--- config.mk ---
export PLATFORM = sky130hd
export DESIGN_NAME = cpu_clk_ctrl
export DESIGN_NICKNAME = d
export VERILOG_FILES = /design/src/rtl/clkc_pkg.sv /design/src/rtl/clkc_bitreg.sv /design/src/rtl/clkc_prescaler.sv /design/src/rtl/clkc_ring_ctl.sv /design/src/rtl/cpu_clk_ctrl.sv
export SDC_FILE = /design/constraint.sdc
export NUM_CORES = 1
export LEC_CHECK = 0
export BUFFER_PORTS_ARGS = -buffer_cell sky130_fd_sc_hd__clkbuf_2
export CAP_MARGIN = 20
export CORE_AREA = 2 2 56 58
export DETAILED_ROUTE_END_ITERATION = 10
export DIE_AREA = 0 0 58 60
export SYNTH_ARGS = -nofsm -noshare
export SYNTH_HDL_FRONTEND = slang
export SYNTH_SLANG_ARGS = --single-unit
--- constraint.sdc ---
create_clock -name clk -period 4.9 [get_ports clk]
set_clock_uncertainty 0.05 [all_clocks]
set_input_delay 0.49 -clock clk [delete_from_list [all_inputs] [get_ports clk]]
set_output_delay 0.49 -clock clk [all_outputs]
set_load 0.01 [all_outputs]
--- src/rtl/clkc_pkg.sv ---
package clkc_pkg;

   // prescale code width in the source-select register
   localparam int CODE_W = 3;

   localparam int ADDR_SEL  = 0;
   localparam int ADDR_RING = 1;
   localparam int ADDR_STAT = 2;

   typedef enum logic [1:0] {
      SRC_RING = 2'd0,
      SRC_MAIN = 2'd1,
      SRC_SUB  = 2'd2
   } clk_src_e;

   // subsystem select overrides the crystal/ring choice
   function automatic clk_src_e decode_src(input logic main_bit, input logic sub_bit);
      if (sub_bit)       return SRC_SUB;
      else if (main_bit) return SRC_MAIN;
      else               return SRC_RING;
   endfunction

endpackage

--- src/rtl/clkc_bitreg.sv ---
module clkc_bitreg #(
   parameter int               ADDR_W = 2,
   parameter logic [ADDR_W-1:0] ADDR  = '0,
   parameter logic [7:0]        MASK  = 8'hFF
) (
   input  logic              clk,
   input  logic              rst_n,
   input  logic [ADDR_W-1:0] addr,
   input  logic [7:0]        wdata,
   input  logic              we,
   input  logic              bit_we,
   input  logic [2:0]        bit_idx,
   input  logic              bit_val,
   output logic [7:0]        q
);

   logic hit;
   assign hit = (addr == ADDR);

   // masked-off data bits have no storage
   logic unused_wd;
   assign unused_wd = ^(wdata & ~MASK);

   for (genvar b = 0; b < 8; b++) begin : g_bit
      logic bq;
      if (MASK[b]) begin : g_ff
         always_ff @(posedge clk or negedge rst_n) begin
            if (!rst_n)
               bq <= 1'b0;
            else if (hit && we)
               bq <= wdata[b];
            else if (hit && bit_we && (bit_idx == 3'(b)))
               bq <= bit_val;
         end
      end else begin : g_tie
         assign bq = 1'b0;
      end
      assign q[b] = bq;
   end

endmodule

--- src/rtl/clkc_prescaler.sv ---
module clkc_prescaler
   import clkc_pkg::*;
#(
   parameter int DIV_STEPS = 5,
   parameter int SUB_DIV   = 2
) (
   input  logic              clk,
   input  logic              rst_n,
   input  logic              main_tick,
   input  logic              ring_tick,
   input  logic              sub_tick,
   input  clk_src_e          req_src,
   input  logic [CODE_W-1:0] req_code,
   output logic              cpu_en,
   output clk_src_e          act_src,
   output logic              main_sel_st
);

   localparam int CNT_W = (DIV_STEPS > 2) ? DIV_STEPS - 1 : 1;
   localparam logic [CODE_W-1:0] MAX_SH = CODE_W'(DIV_STEPS - 1);

   clk_src_e          act_src_q;
   logic [CODE_W-1:0] act_code_q;
   logic [CNT_W-1:0]  cnt_q;
   logic              mcs_q;
   logic              en_q;

   logic              src_tick;
   logic [CODE_W-1:0] sh;
   logic [CNT_W:0]    one_sh;
   logic [CNT_W-1:0]  last;
   logic              fire;

   always_comb begin
      case (act_src_q)
         SRC_MAIN: src_tick = main_tick;
         SRC_SUB:  src_tick = sub_tick;
         default:  src_tick = ring_tick;
      endcase
   end

   // saturate the code, then ratio = 2^sh
   always_comb begin
      sh     = (act_code_q > MAX_SH) ? MAX_SH : act_code_q;
      one_sh = {{CNT_W{1'b0}}, 1'b1} << sh;
      if (act_src_q == SRC_SUB)
         last = CNT_W'(SUB_DIV - 1);
      else
         last = CNT_W'(one_sh - 1'b1);
   end

   assign fire = src_tick && (cnt_q == last);

   always_ff @(posedge clk or negedge rst_n) begin
      if (!rst_n) begin
         act_src_q  <= SRC_RING;
         act_code_q <= '0;
         cnt_q      <= '0;
         mcs_q      <= 1'b0;
         en_q       <= 1'b0;
      end else begin
         en_q <= fire;
         if (fire) begin
            // period boundary: adopt the requested setting
            act_src_q  <= req_src;
            act_code_q <= req_code;
            cnt_q      <= '0;
            if (req_src == SRC_MAIN)
               mcs_q <= 1'b1;
            else if (req_src == SRC_RING)
               mcs_q <= 1'b0;
         end else if (src_tick) begin
            cnt_q <= cnt_q + 1'b1;
         end
      end
   end

   assign cpu_en      = en_q;
   assign act_src     = act_src_q;
   assign main_sel_st = mcs_q;

endmodule

--- src/rtl/clkc_ring_ctl.sv ---
module clkc_ring_ctl
   import clkc_pkg::*;
(
   input  logic     stop_req,
   input  logic     stop_option,
   input  logic     main_sel_st,
   input  clk_src_e act_src,
   input  clk_src_e req_src,
   output logic     ring_run
);

   logic ring_needed;

   // ring in use or about to be used must keep running
   assign ring_needed = (act_src == SRC_RING) || (req_src == SRC_RING);
   assign ring_run    = !(stop_req && stop_option && main_sel_st && !ring_needed);

endmodule

--- src/rtl/cpu_clk_ctrl.sv ---
module cpu_clk_ctrl
   import clkc_pkg::*;
#(
   parameter int ADDR_W    = 2,
   parameter int DIV_STEPS = 5,
   parameter int SUB_DIV   = 2
) (
   input  logic              clk,
   input  logic              rst_n,
   input  logic              main_tick,
   input  logic              ring_tick,
   input  logic              sub_tick,
   input  logic              stop_option,
   input  logic [ADDR_W-1:0] reg_addr,
   input  logic [7:0]        reg_wdata,
   input  logic              reg_we,
   input  logic              reg_bit_we,
   input  logic [2:0]        reg_bit_idx,
   input  logic              reg_bit_val,
   output logic [7:0]        reg_rdata,
   output logic              cpu_en,
   output logic              ring_run,
   output logic              main_sel_st,
   output logic              sub_active
);

   localparam int         SEL_BITS  = 2 + CODE_W;
   localparam logic [7:0] SEL_MASK  = 8'((1 << SEL_BITS) - 1);
   localparam logic [7:0] RING_MASK = 8'h01;

   if (ADDR_W < 2) begin : g_bad_addr
      $error("cpu_clk_ctrl: ADDR_W must be at least 2");
   end
   if (DIV_STEPS < 1 || DIV_STEPS > (1 << CODE_W)) begin : g_bad_steps
      $error("cpu_clk_ctrl: DIV_STEPS out of range for the code field");
   end
   if (SUB_DIV < 1 || SUB_DIV > (1 << ((DIV_STEPS > 2) ? DIV_STEPS - 1 : 1))) begin : g_bad_sub
      $error("cpu_clk_ctrl: SUB_DIV does not fit the period counter");
   end
   if (SEL_BITS > 8) begin : g_bad_sel
      $error("cpu_clk_ctrl: source-select fields exceed one byte");
   end

   logic [7:0] sel_q;
   logic [7:0] ring_q;
   clk_src_e   req_src;
   clk_src_e   act_src;
   logic       ring_tick_g;

   clkc_bitreg #(.ADDR_W(ADDR_W), .ADDR(ADDR_W'(ADDR_SEL)), .MASK(SEL_MASK)) u_sel (
      .clk(clk), .rst_n(rst_n), .addr(reg_addr), .wdata(reg_wdata), .we(reg_we),
      .bit_we(reg_bit_we), .bit_idx(reg_bit_idx), .bit_val(reg_bit_val), .q(sel_q)
   );

   clkc_bitreg #(.ADDR_W(ADDR_W), .ADDR(ADDR_W'(ADDR_RING)), .MASK(RING_MASK)) u_ring (
      .clk(clk), .rst_n(rst_n), .addr(reg_addr), .wdata(reg_wdata), .we(reg_we),
      .bit_we(reg_bit_we), .bit_idx(reg_bit_idx), .bit_val(reg_bit_val), .q(ring_q)
   );

   assign req_src = decode_src(sel_q[0], sel_q[1]);

   clkc_ring_ctl u_rctl (
      .stop_req(ring_q[0]), .stop_option(stop_option), .main_sel_st(main_sel_st),
      .act_src(act_src), .req_src(req_src), .ring_run(ring_run)
   );

   assign ring_tick_g = ring_tick && ring_run;

   clkc_prescaler #(.DIV_STEPS(DIV_STEPS), .SUB_DIV(SUB_DIV)) u_pre (
      .clk(clk), .rst_n(rst_n), .main_tick(main_tick), .ring_tick(ring_tick_g),
      .sub_tick(sub_tick), .req_src(req_src), .req_code(sel_q[2 +: CODE_W]),
      .cpu_en(cpu_en), .act_src(act_src), .main_sel_st(main_sel_st)
   );

   assign sub_active = (act_src == SRC_SUB);

   always_comb begin
      if (reg_addr == ADDR_W'(ADDR_SEL))
         reg_rdata = sel_q;
      else if (reg_addr == ADDR_W'(ADDR_RING))
         reg_rdata = ring_q;
      else if (reg_addr == ADDR_W'(ADDR_STAT))
         reg_rdata = {5'd0, ring_run, sub_active, main_sel_st};
      else
         reg_rdata = 8'h00;
   end

endmodule

==> metrics.txt <==
IO Pins=34; max frequency=464 MHz; die width=58 µm; Worst setup SP type=flop; Iter 0 DRT Violations=18; Synth async-reset ratio=1.00; antenna viol nets, final=0; area fraction in compound gates after synthesis=0.151; Clock Latency Late Sink=290 ps; Total Power=0.000595 W; DRC Markers=0; setup violators final=0; Pwr Density=473 mW/mm²; crit-path max FO=11; Arr. time, crit path=2290 ps; worst-margin pin slew=527 ps; Rel. slew slack=0.644; Syn-to-layout area delta=15.1%; core area=0.00290 mm²; worst vdd ir=0.245 mV; mux contribution to synthesized area=0.120; sequential-to-total area share from yosys stat=0.389; Via-to-Cell Ratio=5.33; simple-gate share of the synthesized area=0.220; Initial Util=0.377; initial antenna violation count=0; Clk Tree Root Cell=clkbuf_4; number of setup buffers added after CTS=0; Pre-Repair DR Iteration Count=4; CP endpoint kind=flop; number of synthesis warnings=0; TritonCTS Buffers=3; Post-synth EDFFs=0; clock net sink count=17; flops & latches, synth=17; pins over their slew limit=0; status=complete, no violations; reg2reg start=u_pre.act_code_q[0]$_DFFE_PN0P_; hold bufs inserted after CTS=0; final worst path period share=0.440; Setup TNS=0 ps; TritonCTS clock tree=done; crit path time final=2160 ps; total congestion overflow=0; Max Root-Sink Buffers=2; Pleak=0.621 nW; H-tree Lvls=1; Syn Inst Count=118; Worst EP required=5030 ps; number of global-route vias before repair=882; share of cells above drive strength 1=0.247; Row Count=20; Worst-path clk slew=100 ps; die height=60 µm; Die ar.=0.00348 mm²; Final #Nets=173; Total Routing Usage GR=0.145; type of the worst setup path=flop to flop; Post-DP HPWL=1820 µm; post_cts resized=0; worst setup path start=u_pre.act_code_q[0]$_DFFE_PN0P_; xor and xnor area share after synthesis=0.00801; syn avg cell area=9.27 µm²; Post-Route WL=2330 µm; routability cong.=0.826; vias after detailed routing=954; count of different cell masters after synthesis=37; Hold Crit Class=primary input to asynchronous set/reset pin; ant diodes=0; IO buf count=27; post-DR wirelength/cell=13.0 µm; largest net degree at the start of global routing=18; post-synthesis adder-cell area fraction=0.0458; Most used DFF post-synth=dfrtp_1; global-route wire length before repair=3890 µm; unrepaired setup endpoints after global routing=false; Final Hold Fails=0; synthesized cell area=0.00109 mm²; Max Cap Viol=0; largest family of logic cells by synthesized area=simple AND/OR/NAND/NOR gates
==> synthesized netlist by cell type, types with 2 or more instances <==
library cell	number	area, µm²
inv_1	6	22.5
mux2i_1	9	90.1
a21oi_1	8	40.0
nor2_1	14	52.6
or3_1	2	12.5
nand3b_1	2	15.0
nand4_1	3	18.8
dfrtp_1	17	425
buf_4	3	22.5
o21ai_0	7	35.0
nand2_1	10	37.5
mux2_4	2	30.0
nor2b_1	5	31.3
ha_1	4	50.1
nand4b_1	2	17.5
and2_1	3	18.8
==> cell type report <==
| cell class | instances | area [µm²] |
|---|---|---|
| timing repair buffer | 27 | 135 |
| clock buffer | 3 | 22.5 |
| sequential | 17 | 425 |
| clock inverter | 1 | 5.00 |
| tap | 33 | 41.3 |
| multi-input combinational | 92 | 607 |
| fill | 301 | 1640 |
| inverter | 6 | 22.5 |
==> where the power goes <==
| group | switching, W | internal, W | leakage [nW] |
|---|---|---|---|
| sequential | 0.0000585 | 0.000192 | 0.200 |
| combinational | 0.000142 | 0.000127 | 0.404 |
| clock | 0.0000451 | 0.0000303 | 0.0177 |
==> stage by stage <==
step | cell area [µm²] | hold WS [ps] | worst slack [ps] | util | std cells
after global routing | 1260 | 84.5 | 2620 | 0.434 | 179
after floorplan | 1100 | 144 | 2870 | - | 120
final | 1260 | 70.6 | 2740 | 0.434 | 179
after CTS | 1260 | 76.7 | 2740 | 0.434 | 179
after global placement | 1230 | 394 | 2790 | 0.424 | 175
after detailed placement | 1230 | 402 | 2760 | 0.424 | 175
==> logic make-up (layout without fill, tap and decap cells) <==
family,Yosys count,in the layout
flip-flops,17,17
AO/OA/AOI/OAI,26,26
XOR/XNOR,1,1
other,1,3
buffers and inverters,11,37
multiplexers,12,12
AND/OR/NAND/NOR,46,46
adder cells (fa/ha/maj),4,4
==> layout by cell type (no fill, tap or decap), drive strengths merged, types with 2 or more instances in the layout <==
master  instances
nand4           3
nand2          10
o21ai           8
and2            3
a21oi           8
nand3b          2
mux2i           9
conb            3
ha              4
nor2           14
nor2b           5
inv             6
clkbuf         30
nand4b          2
or3             2
dfrtp          17
mux2            3
==> sequential cells by signal, summed over array words and instances (netlist names) <==
register	count
u_pre.main_sel_st	1
u_sel.g_bit.bq	5
u_ring.g_bit.bq	1
u_pre.act_code_q	3
u_pre.act_src	2
u_pre.cnt_q	4
u_pre.cpu_en	1
==> critical path, cell delays in order, from the launching register on <==
cell	delay, ps
dfrtp_1	440
or3_1	380
a2111o_1	360
o31ai_1	120
and3_4	360
mux2_2	350
==> worst paths after layout <==
check / end / slack (ps) / cells after the start
min in group clk: u_ring.g_bit[0].bq$_DFFE_PN0P_ / 380 / 2
max in group asynchronous: u_pre.act_code_q[2]$_DFFE_PN0P_ / 4430 / 1
worst min register to register: u_pre.act_code_q[0]$_DFFE_PN0P_ / 510 / 1
worst max-delay path: u_pre.act_code_q[2]$_DFFE_PN0P_ / 2740 / 5
worst max register to register: u_pre.act_code_q[2]$_DFFE_PN0P_ / 2740 / 5
worst min-delay path: u_pre.cnt_q[0]$_DFFE_PN0P_ / 70 / 1
==> layer usage <==
metal | track usage | up-vias | wire length (µm)
li1 | - | 463 | -
met1 | 0.192 | 457 | 1080
met2 | 0.244 | 32 | 1120
met3 | 0.0260 | 2 | 125
met4 | 0.0399 | 0 | 13
met5 | 0 | - | 0
(Power assumes the default switching activity.)
